==> config.mk <==
export PLATFORM = sky130hd
export DESIGN_NAME = cart_bank_ctrl
export DESIGN_NICKNAME = d
export VERILOG_FILES = /design/src/rtl/cbc_pkg.sv /design/src/rtl/cbc_ctl_regs.sv /design/src/rtl/cbc_rom_map.sv /design/src/rtl/cbc_ram_map.sv /design/src/rtl/cart_bank_ctrl.sv
export SDC_FILE = /design/constraint.sdc
export NUM_CORES = 1
export LEC_CHECK = 0
export BUFFER_PORTS_ARGS = -buffer_cell sky130_fd_sc_hd__buf_2
export CAP_MARGIN = 25
export CORE_ASPECT_RATIO = 1.25
export CORE_MARGIN = 1
export CORE_UTILIZATION = 35
export CTS_BUF_LIST = sky130_fd_sc_hd__clkbuf_4
export DETAILED_ROUTE_END_ITERATION = 10
export GPL_ROUTABILITY_DRIVEN = 1
export PLACE_DENSITY = 0.77
export REMOVE_ABC_BUFFERS = 1
export SETUP_SLACK_MARGIN = 0.02
export SYNTH_ARGS = -nofsm -noshare
export SYNTH_HDL_FRONTEND = slang
export SYNTH_SLANG_ARGS = --single-unit
==> constraint.sdc <==
create_clock -name clk -period 3.45 [get_ports clk]
set_clock_uncertainty 0.15 [all_clocks]
set_input_delay 0.345 -clock clk [delete_from_list [all_inputs] [get_ports clk]]
set_output_delay 0.345 -clock clk [all_outputs]
set_load 0.01 [all_outputs]
==> src/rtl/cbc_pkg.sv <==
package cbc_pkg;
  localparam int CPU_AW = 16;
  localparam int CPU_DW = 8;

  typedef enum logic [1:0] {
    CR_UNLOCK  = 2'd0,
    CR_ROMSEL  = 2'd1,
    CR_RAMSEL  = 2'd2,
    CR_MODESEL = 2'd3
  } ctl_reg_e;

  typedef enum logic [1:0] {
    WN_ROM_FIX,
    WN_ROM_SW,
    WN_XRAM,
    WN_NONE
  } window_e;

  function automatic window_e window_of(input logic [CPU_AW-1:0] a);
    if (a[15:14] == 2'b00)      return WN_ROM_FIX;
    else if (a[15:14] == 2'b01) return WN_ROM_SW;
    else if (a[15:13] == 3'b101) return WN_XRAM;
    else                        return WN_NONE;
  endfunction

  function automatic ctl_reg_e ctl_of(input logic [CPU_AW-1:0] a);
    return ctl_reg_e'(a[14:13]);
  endfunction
endpackage

==> src/rtl/cbc_ctl_regs.sv <==
module cbc_ctl_regs
  import cbc_pkg::*;
#(
  parameter int ROM_BANK_W = 5,
  parameter int RAM_BANK_W = 2,
  parameter logic [3:0] UNLOCK_KEY = 4'hA
) (
  input  logic                  clk,
  input  logic                  rst,
  input  logic                  wr_en,
  input  logic [CPU_AW-1:0]     addr,
  input  logic [CPU_DW-1:0]     wdata,
  input  logic                  ram_present,
  output logic [ROM_BANK_W-1:0] rom_bank,
  output logic [RAM_BANK_W-1:0] ram_bank,
  output logic                  ram_unlocked,
  output logic                  mode
);
  logic hit;
  assign hit = wr_en && (addr[15] == 1'b0);

  always_ff @(posedge clk) begin
    if (rst) begin
      rom_bank     <= ROM_BANK_W'(1);
      ram_bank     <= '0;
      ram_unlocked <= 1'b0;
      mode         <= 1'b0;
    end else if (hit) begin
      case (ctl_of(addr))
        CR_UNLOCK: begin
          if (ram_present) ram_unlocked <= (wdata[3:0] == UNLOCK_KEY);
        end
        CR_ROMSEL:  rom_bank <= wdata[ROM_BANK_W-1:0];
        CR_RAMSEL:  ram_bank <= wdata[RAM_BANK_W-1:0];
        CR_MODESEL: mode     <= wdata[0];
        default: ;
      endcase
    end
  end
endmodule

==> src/rtl/cbc_rom_map.sv <==
module cbc_rom_map
  import cbc_pkg::*;
#(
  parameter int ROM_BANK_W = 5,
  parameter int BANK_OFS_W = 14,
  localparam int ROM_AW = ROM_BANK_W + BANK_OFS_W
) (
  input  logic [CPU_AW-1:0]     addr,
  input  logic [ROM_BANK_W-1:0] bank_reg,
  input  logic [ROM_BANK_W:0]   bank_count,
  output logic [ROM_AW-1:0]     rom_addr
);
  logic [ROM_BANK_W:0]   limit;
  logic [ROM_BANK_W-1:0] bank_eff;

  always_comb begin
    if (bank_count == '0) limit = '0;
    else                  limit = bank_count - 1'b1;
    if ({1'b0, bank_reg} > limit) bank_eff = limit[ROM_BANK_W-1:0];
    else                          bank_eff = bank_reg;
  end

  always_comb begin
    if (window_of(addr) == WN_ROM_SW)
      rom_addr = {bank_eff, addr[BANK_OFS_W-1:0]};
    else
      rom_addr = {{ROM_BANK_W{1'b0}}, addr[BANK_OFS_W-1:0]};
  end
endmodule

==> src/rtl/cbc_ram_map.sv <==
module cbc_ram_map
  import cbc_pkg::*;
#(
  parameter int RAM_BANK_W = 2,
  parameter int RAM_OFS_W  = 13,
  localparam int RAM_AW = RAM_BANK_W + RAM_OFS_W
) (
  input  logic [CPU_AW-1:0]     addr,
  input  logic                  rd,
  input  logic                  wr,
  input  logic [RAM_BANK_W-1:0] bank,
  input  logic [RAM_BANK_W:0]   bank_count,
  input  logic                  present,
  input  logic                  unlocked,
  output logic [RAM_AW-1:0]     ram_addr,
  output logic                  in_reach,
  output logic                  ram_we,
  output logic                  ram_re
);
  logic in_win;

  assign in_win   = (window_of(addr) == WN_XRAM);
  assign ram_addr = {bank, addr[RAM_OFS_W-1:0]};
  assign in_reach = present && ({1'b0, bank} < bank_count);
  assign ram_re   = rd && in_win && in_reach;
  assign ram_we   = wr && in_win && in_reach && unlocked;
endmodule

==> src/rtl/cart_bank_ctrl.sv <==
module cart_bank_ctrl
  import cbc_pkg::*;
#(
  parameter int ROM_BANK_W = 5,
  parameter int RAM_BANK_W = 2,
  parameter int BANK_OFS_W = 14,
  parameter int RAM_OFS_W  = 13,
  localparam int ROM_AW = ROM_BANK_W + BANK_OFS_W,
  localparam int RAM_AW = RAM_BANK_W + RAM_OFS_W
) (
  input  logic                  clk,
  input  logic                  rst,
  input  logic [CPU_AW-1:0]     cpu_addr,
  input  logic [CPU_DW-1:0]     cpu_wdata,
  input  logic                  cpu_rd,
  input  logic                  cpu_wr,
  input  logic [ROM_BANK_W:0]   cfg_rom_banks,
  input  logic                  cfg_ram_present,
  input  logic [RAM_BANK_W:0]   cfg_ram_banks,
  input  logic [CPU_DW-1:0]     rom_rdata,
  input  logic [CPU_DW-1:0]     ram_rdata,
  output logic [ROM_AW-1:0]     rom_addr,
  output logic [RAM_AW-1:0]     ram_addr,
  output logic                  ram_we,
  output logic                  ram_re,
  output logic [CPU_DW-1:0]     ram_wdata,
  output logic [CPU_DW-1:0]     cpu_rdata,
  output logic                  adv_mode
);
  logic [ROM_BANK_W-1:0] rom_bank;
  logic [RAM_BANK_W-1:0] ram_bank;
  logic                  unlocked;
  logic                  ram_ok;

  cbc_ctl_regs #(
    .ROM_BANK_W(ROM_BANK_W),
    .RAM_BANK_W(RAM_BANK_W)
  ) u_regs (
    .clk          (clk),
    .rst          (rst),
    .wr_en        (cpu_wr),
    .addr         (cpu_addr),
    .wdata        (cpu_wdata),
    .ram_present  (cfg_ram_present),
    .rom_bank     (rom_bank),
    .ram_bank     (ram_bank),
    .ram_unlocked (unlocked),
    .mode         (adv_mode)
  );

  cbc_rom_map #(
    .ROM_BANK_W(ROM_BANK_W),
    .BANK_OFS_W(BANK_OFS_W)
  ) u_rom (
    .addr       (cpu_addr),
    .bank_reg   (rom_bank),
    .bank_count (cfg_rom_banks),
    .rom_addr   (rom_addr)
  );

  cbc_ram_map #(
    .RAM_BANK_W(RAM_BANK_W),
    .RAM_OFS_W (RAM_OFS_W)
  ) u_ram (
    .addr       (cpu_addr),
    .rd         (cpu_rd),
    .wr         (cpu_wr),
    .bank       (ram_bank),
    .bank_count (cfg_ram_banks),
    .present    (cfg_ram_present),
    .unlocked   (unlocked && cfg_ram_present),
    .ram_addr   (ram_addr),
    .in_reach   (ram_ok),
    .ram_we     (ram_we),
    .ram_re     (ram_re)
  );

  assign ram_wdata = cpu_wdata;

  always_comb begin
    unique case (window_of(cpu_addr))
      WN_ROM_FIX, WN_ROM_SW: cpu_rdata = rom_rdata;
      WN_XRAM:               cpu_rdata = ram_ok ? ram_rdata : {CPU_DW{1'b1}};
      default:               cpu_rdata = {CPU_DW{1'b1}};
    endcase
  end
endmodule

# After elaboration in Yosys (flattened, before gate mapping)
# Cells that the tools add are included.
[totals] in_bits=54 out_inout_bits=53 elab_cells=41 reg_bits=9
[op_classes] n_addsub=1 n_reduce_logical=17 order_cmp=2 bitwise=1 mux=8 n_eq_ne=8
[ops] cell="$mux 19" count=1
[ops] cell="$pmux 8 s2" count=1
[ops] cell="$logic_and 1x1->1" count=8
[ops] cell="$mux 8" count=1
[ops] cell="$eq 2x1->1 const B" count=3
[ops] cell="$eq 2x2->1 const B" count=3
[ops] cell="$gt 5x6->1" count=1
[ops] cell="$logic_not 2->1" count=3
[ops] cell="$logic_not 6->1" count=1
[ops] cell="$mux 6" count=1
[ops] cell="$reduce_and 2->1" count=3
[ops] cell="$sub 6x1->6 const B" count=1
[ops] cell="$mux 5" count=1
[ops] cell="$eq 4x4->1 const B" count=1
[ops] cell="$mux 2" count=2
[ops] cell="$eq 3x3->1 const B" count=1
[ops] cell="$lt 2x3->1" count=1
[ops] cell="$reduce_and 3->1" count=1
[ops] cell="$reduce_or 2->1" count=1
[ops] cell="$mux 1" count=1
[ops] cell="$not 1->1" count=1

# Depth between registers and ports, before layout
[depth] depth_word=8 ltp_mapped=11 mapped_depth_nobuf=11

# Modules after synthesis
# A second synthesis with hierarchy kept.
[hier_totals] cells_unflattened=168 area_unflattened_um2=1277.5
[by_module_without_submodules] module="cbc_rom_map" cells_per_inst=66 n_inst=1 seq_area_each_um2=0.0 area_each_um2=490.5
[by_module_without_submodules] module="cbc_ctl_regs" cells_per_inst=38 n_inst=1 seq_area_each_um2=180.2 area_each_um2=380.4
[by_module_without_submodules] module="cart_bank_ctrl" cells_per_inst=37 n_inst=1 seq_area_each_um2=0.0 area_each_um2=215.2
[by_module_without_submodules] module="cbc_ram_map" cells_per_inst=27 n_inst=1 seq_area_each_um2=0.0 area_each_um2=191.4

# Worst setup path after synthesis
# OpenSTA, ideal clock, no wires.
[synth_timing] kind="input-to-output" from="input port cfg_rom_banks[0]" to="output port rom_addr[16]" stages=11 required_ns=2.955 path_buffers=0 slack_ns=0.785 t_arrival_ns=2.170 cell_sequence="inv_1 -> ha_1 -> nor3b_1 -> nand3_1 -> o21a_1 -> ha_1 -> and3_1 -> o21ai_0 -> and3_2 -> nor4_1 -> a31o_1"
[synth_via] elab_chain_len=5 word_cells_on_any_way=6 classes_between="add/sub: 1; order compare: 1; mux: 3; reduce/logical: 1"
[synth_rtl] item="from (decl)" line="cart_bank_ctrl.sv:17" rtl="input logic [ROM_BANK_W:0] cfg_rom_banks,"
[synth_rtl] item="$sub 6x1->6 / $logic_not 6->1 (equally long branches)" line="cbc_rom_map.sv:18, cbc_rom_map.sv:17"
[synth_rtl] item="$mux 6 *" line="cbc_rom_map.sv:17" rtl="if (bank_count == '0) limit = '0;"
[synth_rtl] item="$gt 5x6->1" line="cbc_rom_map.sv:19" rtl="if ({1'b0, bank_reg} > limit) bank_eff = limit[ROM_BANK_W-1:0];"
[synth_rtl] item="$mux 5 *" line="cbc_rom_map.sv:19"
[synth_rtl] item="$mux 19 *" line="cbc_rom_map.sv:24" rtl="if (window_of(addr) == WN_ROM_SW)"
[synth_rtl] item="to (decl)" line="cart_bank_ctrl.sv:22" rtl="output logic [ROM_AW-1:0] rom_addr,"
# Mark *: on every way between the ends. The rest lies on a longest branch, timed or not.

# Worst setup path after layout
# Ends and elaborated chain as after synthesis.

==> run_results.csv <==
group,metric,value,unit
synthesis,yosysMostFrequentCell,"buf_4",
route,drt_iter0_drc,17,
layout,multi_input_area,666.9,µm²
synthesis,synth_top_area_frac,0.2298,
critical_path,path_cells,"buf_2 -> inv_1 -> ha_1 -> nor3b_1 -> nand3_1 -> o21a_1 -> ha_1 -> and3_1 -> o21ai_0 -> and3_2 -> nor4_1 -> a31o_1 -> buf_2",
critical_path,worstPathRequired,2.95,ns
clocking,htreeDepth,1,
grt,grt_pass1_vias,1013,
synthesis,yosysTopAreaCell,"buf_4",
clocking,cts_num_sinks,9,
placed_design,dp_cells,198,
flow_run,max_cap_viol_count,0,
route,viasPerCell,5.441,
timing,setup_tns,0,ns
floorplan,placement_rows,22,
timing,finalCriticalPeriod,3.069,ns
synthesis,synth_commonest_cells,"buf_4 (35), nor2_1 (13), dfxtp_1 (9)",
route,wire_per_inst,14.98,µm
placed_design,dp_hpwl,2573,µm
layout,drive_above_1_share,0.4518,
timing,setup_viol,0,
synthesis,synth_seq_cells,9,
critical_path,cp.arrival,2.57,ns
route,drc_errors,0,
critical_path,criticalPathCategory,"in -> out",
grt,grt.total_usage,0.1746,
timing,fin_crit_sh,0.8895,
timing,rsz0062_at_grt,"no",
grt,grt_start_max_net_pins,16,
synthesis,ys_top_cells_by_area,"buf_4 (23%), dfxtp_1 (16%), ha_1 (8.8%), mux2i_1 (7.0%), o22a_1 (6.1%)",
floorplan,io_pins,107,
synthesis,synthFlopType,"dfxtp_1",
timing,max_slew_margin,0.5070,
clocking,clkTransAtPathRegs,0.06,ns
layout,fillCellCount,325,
critical_path,critPathLaunchType,"input port",
layout,finalNetCount,229,
pwr,total_power,0.0003008,W
route,wl,3026,µm
layout,layout-area-overhead-vs-synth,9.957,%
critical_path,critPathMaxStageDelay,0.30,ns
grt,overflow,0,
critical_path,endpoint_kind,"output port",
synthesis,synthCells,138,
synthesis,yosysSeqAreaShare,0.1575,
timing,worst_pin_slew,0.7387,ns
layout,antenna_cells,0,
placed_design,io_buffers,61,
clocking,cts_hold_buf,0,
clocking,cts-root-buf,"clkbuf_4",
synthesis,ys_types,41,
timing,finalHoldViolations,0,
synthesis,avgSynthCellArea,8.287,µm²
floorplan,fp.dieH,65.91,µm
pwr,cellLeakagePower,0.6179,nW
clocking,postCtsSetupRepairBufs,0,
layout,fin_cells,202,
timing,whs,0.1746,ns
clocking,cts_buffers,3,
critical_path,r2r_setup_slack,2.51,ns
grt,antenna_found_initial,0,
route,ant_nets,0,
synthesis,synth-edff-count,0,
pwr,power-per-cell-area,239.2,nW/µm²
placed_design,dp_slack,0.3502,ns
synthesis,yosys_warnings,0,
pwr,peakVddDrop,0.1661,mV
grt,grt_pass1_wl,4450,µm
route,via_count,1099,
synthesis,ys_async_sr_fraction,0,
floorplan,dieWidth,53.13,µm
layout,seqCellArea,180.2,µm²
min_path,holdCritPathClass,"in -> reg",
clocking,insertion_delay,0.26,ns
floorplan,initial_utilization,0.3777,
timing,drv_slew,0,
floorplan,die-area,3501,µm²
clocking,cts_tree,"built",
synthesis,syn_area,1144,µm²
timing,timing.fmax,325.9,MHz
clocking,cts-resized-gates,0,
timing,worst_slack,0.3814,ns
critical_path,cp_slowest_cell,"ha_1",
floorplan,core_area,3028,µm²
clocking,clockBufferDepth,2,
critical_path,worstPathMaxFanout,5,
route,dr.pass1.iters,4,
placed_design,place.gp.congestion,0.7460,
status,status,"finished clean",
worst max-delay path: cells and delay by family:
family	cells	cell delay (ns)
adders and majority gates	2	0.48
buffers and inverters	3	0.35
AOI/OAI and AO/OA	3	0.37
and+or+nand+nor	5	1.04
per-layer routing:
metal | routed length, µm | global-route usage | vias to the layer above
met1 | 1269 | 0.1841 | 488
met4 | 37 | 0.05921 | 0
met3 | 391 | 0.09885 | 5
li1 | - | - | 520
met5 | 0 | 0.03704 | -
met2 | 1328 | 0.2832 | 86
stage by stage:
stage | area (µm²) | utilization
after floorplan | 869.6 | -
after global placement | 1227 | 0.4054
after detailed placement | 1227 | 0.4054
after CTS | 1257 | 0.4153
after global routing | 1257 | 0.4153
final | 1257 | 0.4153
flip-flops by register name, indices dropped and copies added, names as in the netlist:
name                 count
u_regs.mode              1
u_regs.ram_bank          2
u_regs.ram_unlocked      1
u_regs.rom_bank          5
path summary, 6_finish.rpt:
kind | from | end | cells past startpoint
max reg2reg | u_regs.rom_bank[0]$_SDFFE_PP1P_ | u_regs.rom_bank[0]$_SDFFE_PP1P_ | 3
min | cpu_wdata[4] | u_regs.rom_bank[4]$_SDFFE_PP0P_ | 3
max | cfg_rom_banks[0] | rom_addr[16] | 13
min reg2reg | u_regs.mode$_SDFFE_PP0P_ | u_regs.mode$_SDFFE_PP0P_ | 2
cell type report:
cell class              instances  share of cell area
well taps                      36             0.03582
flip-flops and latches          9              0.1433
multi-input cells              85              0.5303
repair buffers                 62              0.2488
inverters                       6             0.01791
clock buffers                   4             0.02388
cells in the final DEF (no fill, tap or decap), types with 2 or more instances in the layout:
| master | synthesis | routed |
|---|---|---|
| o22a_1 | 8 | 8 |
| o21ai_1 | 2 | 2 |
| mux2i_1 | 8 | 8 |
| nor2_1 | 13 | 13 |
| nor4_1 | 3 | 3 |
| inv_1 | 6 | 6 |
| dfxtp_1 | 9 | 9 |
| a31o_1 | 3 | 3 |
| nor2b_1 | 2 | 2 |
| nor4bb_1 | 4 | 4 |
| buf_2 | 0 | 61 |
| xor2_1 | 2 | 2 |
| clkbuf_4 | 0 | 4 |
| nand3_1 | 5 | 5 |
| a21oi_1 | 3 | 3 |
| ha_1 | 8 | 8 |
where the power goes:
group | total, W | leakage (nW) | switching [W] | internal, W
Combinational | 0.000102 | 0.527 | 0.0000531 | 0.0000489
Clock | 0.0000910 | 0.0184 | 0.0000384 | 0.0000525
Sequential | 0.000108 | 0.0729 | 0.00000171 | 0.000106
kinds of logic after synthesis:
logic type | count (synthesis) | share of synthesized area
compound gates | 26 | 0.1915
xor+xnor | 2 | 0.01532
fa+ha+maj | 8 | 0.08753
buf+inv | 44 | 0.2593
flops | 9 | 0.1575
mux | 8 | 0.07002
simple gates | 41 | 0.2188
Note: power is estimated with default switching activity, not from simulation.
